`config.mk`:
```
export PLATFORM = sky130hd
export DESIGN_NAME = irq_prio_ctrl
export DESIGN_NICKNAME = d
export VERILOG_FILES = /design/src/rtl/irq_prio_pkg.sv /design/src/rtl/irq_lvl_mask.sv /design/src/rtl/irq_pick.sv /design/src/rtl/irq_lvl_status.sv /design/src/rtl/irq_prio_ctrl.sv
export SDC_FILE = /design/constraint.sdc
export NUM_CORES = 1
export LEC_CHECK = 0
export BUFFER_PORTS_ARGS = -buffer_cell sky130_fd_sc_hd__buf_2
export CORE_ASPECT_RATIO = 1.2
export CORE_MARGIN = 4
export CORE_UTILIZATION = 55
export DETAILED_ROUTE_END_ITERATION = 16
export PLACE_DENSITY = 0.78
export SLEW_MARGIN = 20
export SYNTH_ARGS = -nofsm -noshare
export SYNTH_HDL_FRONTEND = slang
export SYNTH_SLANG_ARGS = --single-unit
```
`constraint.sdc`:
```
create_clock -name clk -period 7.9 [get_ports clk]
set_input_delay 0.395 -clock clk [delete_from_list [all_inputs] [get_ports clk]]
set_output_delay 0.395 -clock clk [all_outputs]
set_load 0.01 [all_outputs]
```
`src/rtl/irq_prio_pkg.sv`:
```
package irq_prio_pkg;

    typedef enum logic [1:0] {
        LV_OFF  = 2'd0,
        LV_LOW  = 2'd1,
        LV_MED  = 2'd2,
        LV_HIGH = 2'd3
    } lvl_code_e;

    localparam int NRANK  = 4;           // low, medium, high, non-maskable
    localparam int RANK_W = 3;           // ranks 0..4
    localparam logic [RANK_W-1:0] RANK_NMI = 3'd4;

    // highest set status bit as a rank, 0 when nothing executes
    function automatic logic [RANK_W-1:0] top_rank(input logic [NRANK-1:0] act);
        logic [RANK_W-1:0] r;
        r = '0;
        for (int k = 0; k < NRANK; k++) begin
            if (act[k]) r = RANK_W'(k + 1);
        end
        return r;
    endfunction

    function automatic logic [NRANK-1:0] rank_bit(input logic [RANK_W-1:0] r);
        logic [NRANK-1:0] b;
        b = '0;
        for (int k = 0; k < NRANK; k++) begin
            if (r == RANK_W'(k + 1)) b[k] = 1'b1;
        end
        return b;
    endfunction

endpackage

```
`src/rtl/irq_lvl_mask.sv`:
```
module irq_lvl_mask
    import irq_prio_pkg::*;
#(
    parameter int NSRC = 16
) (
    input  logic [NSRC-1:0]   req,
    input  logic [2*NSRC-1:0] lvl,
    input  logic              gie,
    input  logic [2:0]        lvl_en,
    output logic [NSRC-1:0]   low_m,
    output logic [NSRC-1:0]   med_m,
    output logic [NSRC-1:0]   high_m
);

    genvar i;
    generate
        for (i = 0; i < NSRC; i++) begin : g_src
            logic [1:0] code;
            logic       live;
            assign code      = lvl[2*i +: 2];
            assign live      = req[i] & gie;
            assign low_m[i]  = live & lvl_en[0] & (code == LV_LOW);
            assign med_m[i]  = live & lvl_en[1] & (code == LV_MED);
            assign high_m[i] = live & lvl_en[2] & (code == LV_HIGH);
        end
    endgenerate

endmodule

```
`src/rtl/irq_pick.sv`:
```
module irq_pick #(
    parameter int NSRC   = 16,
    parameter bit ROTATE = 1'b0,
    localparam int IDW   = (NSRC > 1) ? $clog2(NSRC) : 1
) (
    input  logic [NSRC-1:0] mask,
    input  logic [IDW-1:0]  ptr,
    input  logic            rot_en,
    output logic            hit,
    output logic [IDW-1:0]  idx
);

    logic           fix_hit;
    logic [IDW-1:0] fix_idx;

    // lowest index first
    always_comb begin
        fix_hit = 1'b0;
        fix_idx = '0;
        for (int i = NSRC - 1; i >= 0; i--) begin
            if (mask[i]) begin
                fix_hit = 1'b1;
                fix_idx = IDW'(i);
            end
        end
    end

    generate
        if (ROTATE) begin : g_rot
            logic           rot_hit;
            logic [IDW-1:0] rot_idx;
            int             j;

            // search upward from the slot after ptr; ptr itself comes last
            always_comb begin
                rot_hit = 1'b0;
                rot_idx = '0;
                j       = 0;
                for (int k = 1; k <= NSRC; k++) begin
                    j = int'(ptr) + k;
                    if (j >= NSRC) j = j - NSRC;
                    if (!rot_hit && mask[j]) begin
                        rot_hit = 1'b1;
                        rot_idx = IDW'(j);
                    end
                end
            end

            assign hit = rot_en ? rot_hit : fix_hit;
            assign idx = rot_en ? rot_idx : fix_idx;
        end else begin : g_fix
            logic unused_ok;
            assign unused_ok = rot_en ^ (^ptr);
            assign hit = fix_hit;
            assign idx = fix_idx;
        end
    endgenerate

endmodule

```
`src/rtl/irq_lvl_status.sv`:
```
module irq_lvl_status
    import irq_prio_pkg::*;
(
    input  logic             clk,
    input  logic             rst_n,
    input  logic [NRANK-1:0] set_bit,
    input  logic             reti,
    output logic [NRANK-1:0] active
);

    typedef struct packed {
        logic [NRANK-1:0] act;
    } st_t;

    st_t st_d, st_q;

    always_comb begin
        logic [NRANK-1:0] drop;
        st_d = st_q;
        drop = reti ? rank_bit(top_rank(st_q.act)) : '0;
        st_d.act = (st_q.act & ~drop) | set_bit;
    end

    always_ff @(posedge clk) begin
        if (!rst_n) st_q <= '0;
        else        st_q <= st_d;
    end

    assign active = st_q.act;

    AST_RETI_DROPS_ONE: assert property (@(posedge clk) disable iff (!rst_n)
        (reti && set_bit == '0 && active != '0) |=> ($countones(active) == $countones($past(active)) - 1));

    AST_SET_LANDS: assert property (@(posedge clk) disable iff (!rst_n)
        (set_bit != '0) |=> ((active & $past(set_bit)) == $past(set_bit)));

endmodule

```
`src/rtl/irq_prio_ctrl.sv`:
```
module irq_prio_ctrl
    import irq_prio_pkg::*;
#(
    parameter int NSRC = 16,
    parameter int WAKE = 5,
    localparam int IDW = (NSRC > 1) ? $clog2(NSRC) : 1,
    localparam int WCW = $clog2(WAKE + 1)
) (
    input  logic              clk,
    input  logic              rst_n,
    input  logic [NSRC-1:0]   src_req,
    input  logic [2*NSRC-1:0] src_lvl,
    input  logic              nmi_req,
    input  logic              gie,
    input  logic [2:0]        lvl_en,
    input  logic              rr_en,
    input  logic              sleep,
    input  logic              ack,
    input  logic              reti,
    output logic              vec_valid,
    output logic [IDW-1:0]    vec_id,
    output logic              vec_nmi,
    output logic [2:0]        vec_level,
    output logic [3:0]        lvl_active
);

    typedef struct packed {
        logic              vld;
        logic              nmi;
        logic [IDW-1:0]    id;
        logic [RANK_W-1:0] rank;
        logic [IDW-1:0]    ptr;
        logic [WCW-1:0]    wcnt;
    } ctl_t;

    ctl_t s_d, s_q;

    logic [NSRC-1:0]   low_m, med_m, high_m;
    logic              low_hit, med_hit, high_hit;
    logic [IDW-1:0]    low_idx, med_idx, high_idx;
    logic [NRANK-1:0]  act;
    logic [NRANK-1:0]  set_bit;
    logic              ack_take;
    logic [RANK_W-1:0] cand_rank;
    logic [IDW-1:0]    cand_id;
    logic              elig;
    logic              wake_ok;

    irq_lvl_mask #(.NSRC(NSRC)) u_mask (
        .req    (src_req),
        .lvl    (src_lvl),
        .gie    (gie),
        .lvl_en (lvl_en),
        .low_m  (low_m),
        .med_m  (med_m),
        .high_m (high_m)
    );

    irq_pick #(.NSRC(NSRC), .ROTATE(1'b1)) u_pick_low (
        .mask   (low_m),
        .ptr    (s_q.ptr),
        .rot_en (rr_en),
        .hit    (low_hit),
        .idx    (low_idx)
    );

    irq_pick #(.NSRC(NSRC), .ROTATE(1'b0)) u_pick_med (
        .mask   (med_m),
        .ptr    (s_q.ptr),
        .rot_en (1'b0),
        .hit    (med_hit),
        .idx    (med_idx)
    );

    irq_pick #(.NSRC(NSRC), .ROTATE(1'b0)) u_pick_high (
        .mask   (high_m),
        .ptr    (s_q.ptr),
        .rot_en (1'b0),
        .hit    (high_hit),
        .idx    (high_idx)
    );

    irq_lvl_status u_stat (
        .clk     (clk),
        .rst_n   (rst_n),
        .set_bit (set_bit),
        .reti    (reti),
        .active  (act)
    );

    assign ack_take = ack & s_q.vld;
    assign set_bit  = ack_take ? rank_bit(s_q.rank) : '0;

    always_comb begin
        s_d       = s_q;
        cand_rank = '0;
        cand_id   = '0;

        if (nmi_req) begin
            cand_rank = RANK_NMI;
        end else if (high_hit) begin
            cand_rank = 3'd3;
            cand_id   = high_idx;
        end else if (med_hit) begin
            cand_rank = 3'd2;
            cand_id   = med_idx;
        end else if (low_hit) begin
            cand_rank = 3'd1;
            cand_id   = low_idx;
        end

        elig    = (cand_rank > top_rank(act));
        wake_ok = !sleep || (s_q.wcnt == WCW'(WAKE));

        if (elig && sleep) begin
            if (s_q.wcnt != WCW'(WAKE)) s_d.wcnt = s_q.wcnt + 1'b1;
        end else begin
            s_d.wcnt = '0;
        end

        s_d.vld  = elig && wake_ok && !ack_take;
        s_d.nmi  = s_d.vld && (cand_rank == RANK_NMI);
        s_d.id   = s_d.vld ? cand_id : '0;
        s_d.rank = s_d.vld ? cand_rank : '0;

        if (ack_take && s_q.rank == 3'd1) s_d.ptr = s_q.id;
    end

    always_ff @(posedge clk) begin
        if (!rst_n) s_q <= '0;
        else        s_q <= s_d;
    end

    assign vec_valid  = s_q.vld;
    assign vec_id     = s_q.id;
    assign vec_nmi    = s_q.nmi;
    assign vec_level  = s_q.rank;
    assign lvl_active = act;

    AST_MASKABLE_NEEDS_GIE: assert property (@(posedge clk) disable iff (!rst_n)
        (vec_valid && !vec_nmi) |-> $past(gie));

    AST_NMI_TOP: assert property (@(posedge clk) disable iff (!rst_n)
        (vec_valid && $past(nmi_req)) |-> (vec_nmi && vec_level == 3'd4));

    AST_ABOVE_ACTIVE: assert property (@(posedge clk) disable iff (!rst_n)
        vec_valid |-> (vec_level > top_rank($past(lvl_active))));

    AST_ACK_DROPS_VALID: assert property (@(posedge clk) disable iff (!rst_n)
        (ack && vec_valid) |=> !vec_valid);

    AST_PTR_HOLDS: assert property (@(posedge clk) disable iff (!rst_n)
        !(ack && vec_valid && vec_level == 3'd1) |=> $stable(s_q.ptr));

    AST_SLEEP_HOLDS_OFF: assert property (@(posedge clk) disable iff (!rst_n)
        ($rose(vec_valid) && $past(sleep)) |-> ($past(s_q.wcnt) == WCW'(WAKE)));

endmodule

```
==> impl_metrics.csv <==
group,metric,value,unit
synthesis,yosysTopAreaCell,"dfxtp_1",
global_route,antenna_found_initial,0,
synthesis,syn-cell-area,4400,µm²
job,maxCapViolCount,0,
sta,relSlewSlack,40.3,%
worst_hold_path,hold_depth,2,
sta,finClkSkew,0.00493,ns
routing,vias_per_cell,6.99,
die,coreArea,7750,µm²
synthesis,ys.flop_type,"dfxtp_1",
synthesis,async_flop_share,0,%
place,io_buffers,71,
synthesis,avgSynthCellArea,7.30,µm²
synthesis,synth_xor_area_share,2.59,%
finish,area_growth,7.40,%
place,place_inst,734,
worst_hold_path,hp-start,"nmi_req",
global_route,overflow,0,
critical_path,end_kind,"flop",
die,start_util,56.7,%
finish,fin_cells,738,
synthesis,synth-seq-cells,20,
die,io_pins,72,
global_route,grt_max_degree,43,
pwr,p_per_area,73.2,nW/µm²
clocking,post_cts_buffers,0,
synthesis,ys_seq_area_share,9.11,%
critical_path,startpoint_type,"flop",
critical_path,cpPeakStageDelay,0.67,ns
sta,fin_crit_sh,75.9,%
critical_path,r2r_slack,1.91,ns
sta,drv_slew,0,
clocking,clkTransAtPathRegs,0.07,ns
critical_path,critPathMaxFanout,15,
clocking,cts_buffers,3,
finish,drive_gt1_share,17.5,%
synthesis,ys_top_cells_by_count,"59 x nand2_1, 51 x nor2_1, 40 x a21oi_1, 38 x o21ai_0",
finish,n_fill_cell,747,
routing,drt_iter0_drc,503,
routing,drt_drc_violations_left,0,
sta,rsz0062_at_grt,"no",
critical_path,critPathKind,"flop to flop",
routing,vias,5161,
routing,drtPass1Iterations,5,
finish,finalNetCount,718,
finish,antenna_cells,0,
global_route,grt_pass1_wl,23.6,mm
synthesis,synth-compound-area-share,34.4,%
sta,hold_viol_final,0,
sta,fin_crit,5.99,ns
synthesis,synth_enable_flop_cells,0,
clocking,root_buffer,"clkbuf_8",
routing,ant_nets,0,
synthesis,yosys.area_share.simple,33.4,%
pwr,leakage,1.79,nW
routing,drt-wirelength-per-cell,20.4,µm
critical_path,critPathSlowestCell,"dfxtp_1",
synthesis,synth_cell_type_count,74,
critical_path,r2r_start,"s_q[4]",
place,gp_congestion,1.01,
finish,stdcell_area,4720,µm²
sta,setup_slack,1.91,ns
synthesis,synthTopCellsByArea,"dfxtp_1 9.1%, mux2i_1 5.2%, mux4_2 5.1%, nand2_1 5.0%, a21oi_1 4.6%",
worst_hold_path,hp-class,"input pin to flop",
clocking,hold_buffers,0,
synthesis,synth_mux_area_share,10.6,%
critical_path,reg2reg_to,"vec_id[2]",
clocking,clkSinkCount,20,
synthesis,synth.net_count,673,
synthesis,synth_top_area_share,9.11,%
pwr,ir_drop,0.0000560,V
worst_hold_path,whs_endpoint,"vec_level[2]",
synthesis,syn_inst,602,
sta,setup_tns,0,ns
place,dp_hpwl,12.1,mm
run_status,status,"finished, final reports clean",
sta,tightestPinTransition,0.895,ns
die,dieArea,9490,µm²
synthesis,ys_warn_count,0,
place,place_ws,2.02,ns
critical_path,cp.depth,20,
clocking,cts_buffer_depth,2,
routing,wl,15.1,mm
die,rows,35,
sta,fmaxAchievable,167,MHz
clocking,htreeDepth,1,
synthesis,synth_top_family_by_area,"compound AO/OA/AOI/OAI gates",
global_route,grt.total_usage,31.3,%
die,die_h,106,µm
sta,setup_violations,0,
critical_path,crit_arrival,6.17,ns
critical_path,cp.buffers_inverters,1,
global_route,first_global_vias,4679,
die,die_w,89.6,µm
clocking,cts_resized,0,
place,place_area,4650,µm²
clocking,worstSkewPairLatency,0.26,ns
critical_path,path_common_cell,"ha_1",
critical_path,rr_worst_depth,20,
critical_path,cp.required,8.07,ns
critical_path,path_cells,"inv_1 > ha_1 > or2b_4 > o221ai_1 > o21a_1 > mux4_2 > a2111oi_4 > nand4_2 > or2_1 > o31a_1 > nor2_1 > or2_2 > ha_1 > nand3_1 > nand2_1 > a21oi_1 > and3_1 > nand2b_1 > or3_1 > a211oi_1",
clocking,tritoncts,"built",
synthesis,synth.most_common_cell,"nand2_1",
critical_path,crit_family,"simple AND/OR/NAND/NOR gates",
synthesis,synth-adder-area-share,3.42,%
-- per-layer routing --
layer / part of all wire, % / global-route usage [%] / vias up / routed length, µm
met4: 5.8 / 15.2 / 0 / 870
met2: 47 / 50.0 / 304 / 7020
met3: 8.2 / 3.64 / 58 / 1240
met1: 39 / 40.8 / 2360 / 5950
met5: 0 / 0 / - / 0
li1: - / - / 2439 / -
-- sequential cells by signal, summed over array words and instances, names as in the netlist --
| signal | flops |
|---|---|
| vec_nmi | 1 |
| vec_id | 4 |
| u_stat.active | 4 |
| vec_valid | 1 |
| vec_level | 3 |
| s_q | 7 |
-- logic make-up after synthesis --
group | count (synthesis)
buffers and inverters | 49
muxes | 34
xor gates and xnor gates | 13
and+or+nand+nor | 255
AOI/OAI and AO/OA | 219
DFF | 20
adders and majority gates | 12
-- cells in the final DEF (no fill, tap or decap), types with 6 or more instances in the layout --
master     synthesis  layout
xnor2_1            9       9
nand4_1            7       7
nor3b_1            7       7
mux2i_1           23      23
a31oi_1           20      20
or3_1              7       7
nor2b_1           14      14
o2111ai_1         12      12
o21ai_0           38      38
o22a_1            15      15
o21a_1            11      11
o221ai_1          15      15
o22ai_1           23      23
inv_1             15      15
and3_1             9       9
nor3_1             7       7
nand4b_1          11      11
dfxtp_1           20      20
nand4b_2           6       6
nand2b_1          10      10
nand3b_1          19      19
nand2_1           59      59
a21oi_1           40      40
nand3_1           15      15
mux4_2            10      10
a22oi_1            6       6
and2_1             8       8
nor2_1            51      51
buf_2              5      71
ha_1              12      12
-- final cells by class --
cell class	count	area (µm²)	area share, %
clock buffer	3	41.3	0.875
sequential	20	400	8.48
timing repair buffer	72	363	7.69
inverter	17	63.8	1.35
multi-input combinational	533	3710	78.5
tap	92	115	2.44
clock inverter	1	30.0	0.636
-- how the worst max path moves through the flow --
| stage | start | endpoint | slack (ns) |
|---|---|---|---|
| floorplan | s_q[3] | vec_id[2] | 2.92 |
| global placement | s_q[4] | vec_id[2] | 2.27 |
| detailed placement | s_q[4] | vec_id[2] | 2.02 |
| CTS | s_q[4] | vec_id[2] | 2.00 |
| global route | s_q[4] | vec_id[2] | 1.53 |
| finish | s_q[4] | vec_id[2] | 1.91 |
-- metrics by stage --
step,total power [W],hold WS [ns],utilization (%)
detailed placement,0.000243,0.501,60.0
CTS,0.000343,0.410,60.9
global route,0.000365,0.436,60.9
global placement,0.000242,0.493,60.0
floorplan,0.000198,0.481,-
finish,0.000346,0.412,60.9
-- report_power, final --
group | internal, W | switching (W)
Clock | 0.0000676 | 0.0000333
Combinational | 0.0000553 | 0.0000852
Sequential | 0.000103 | 0.00000139
(Power assumes the default switching activity.)
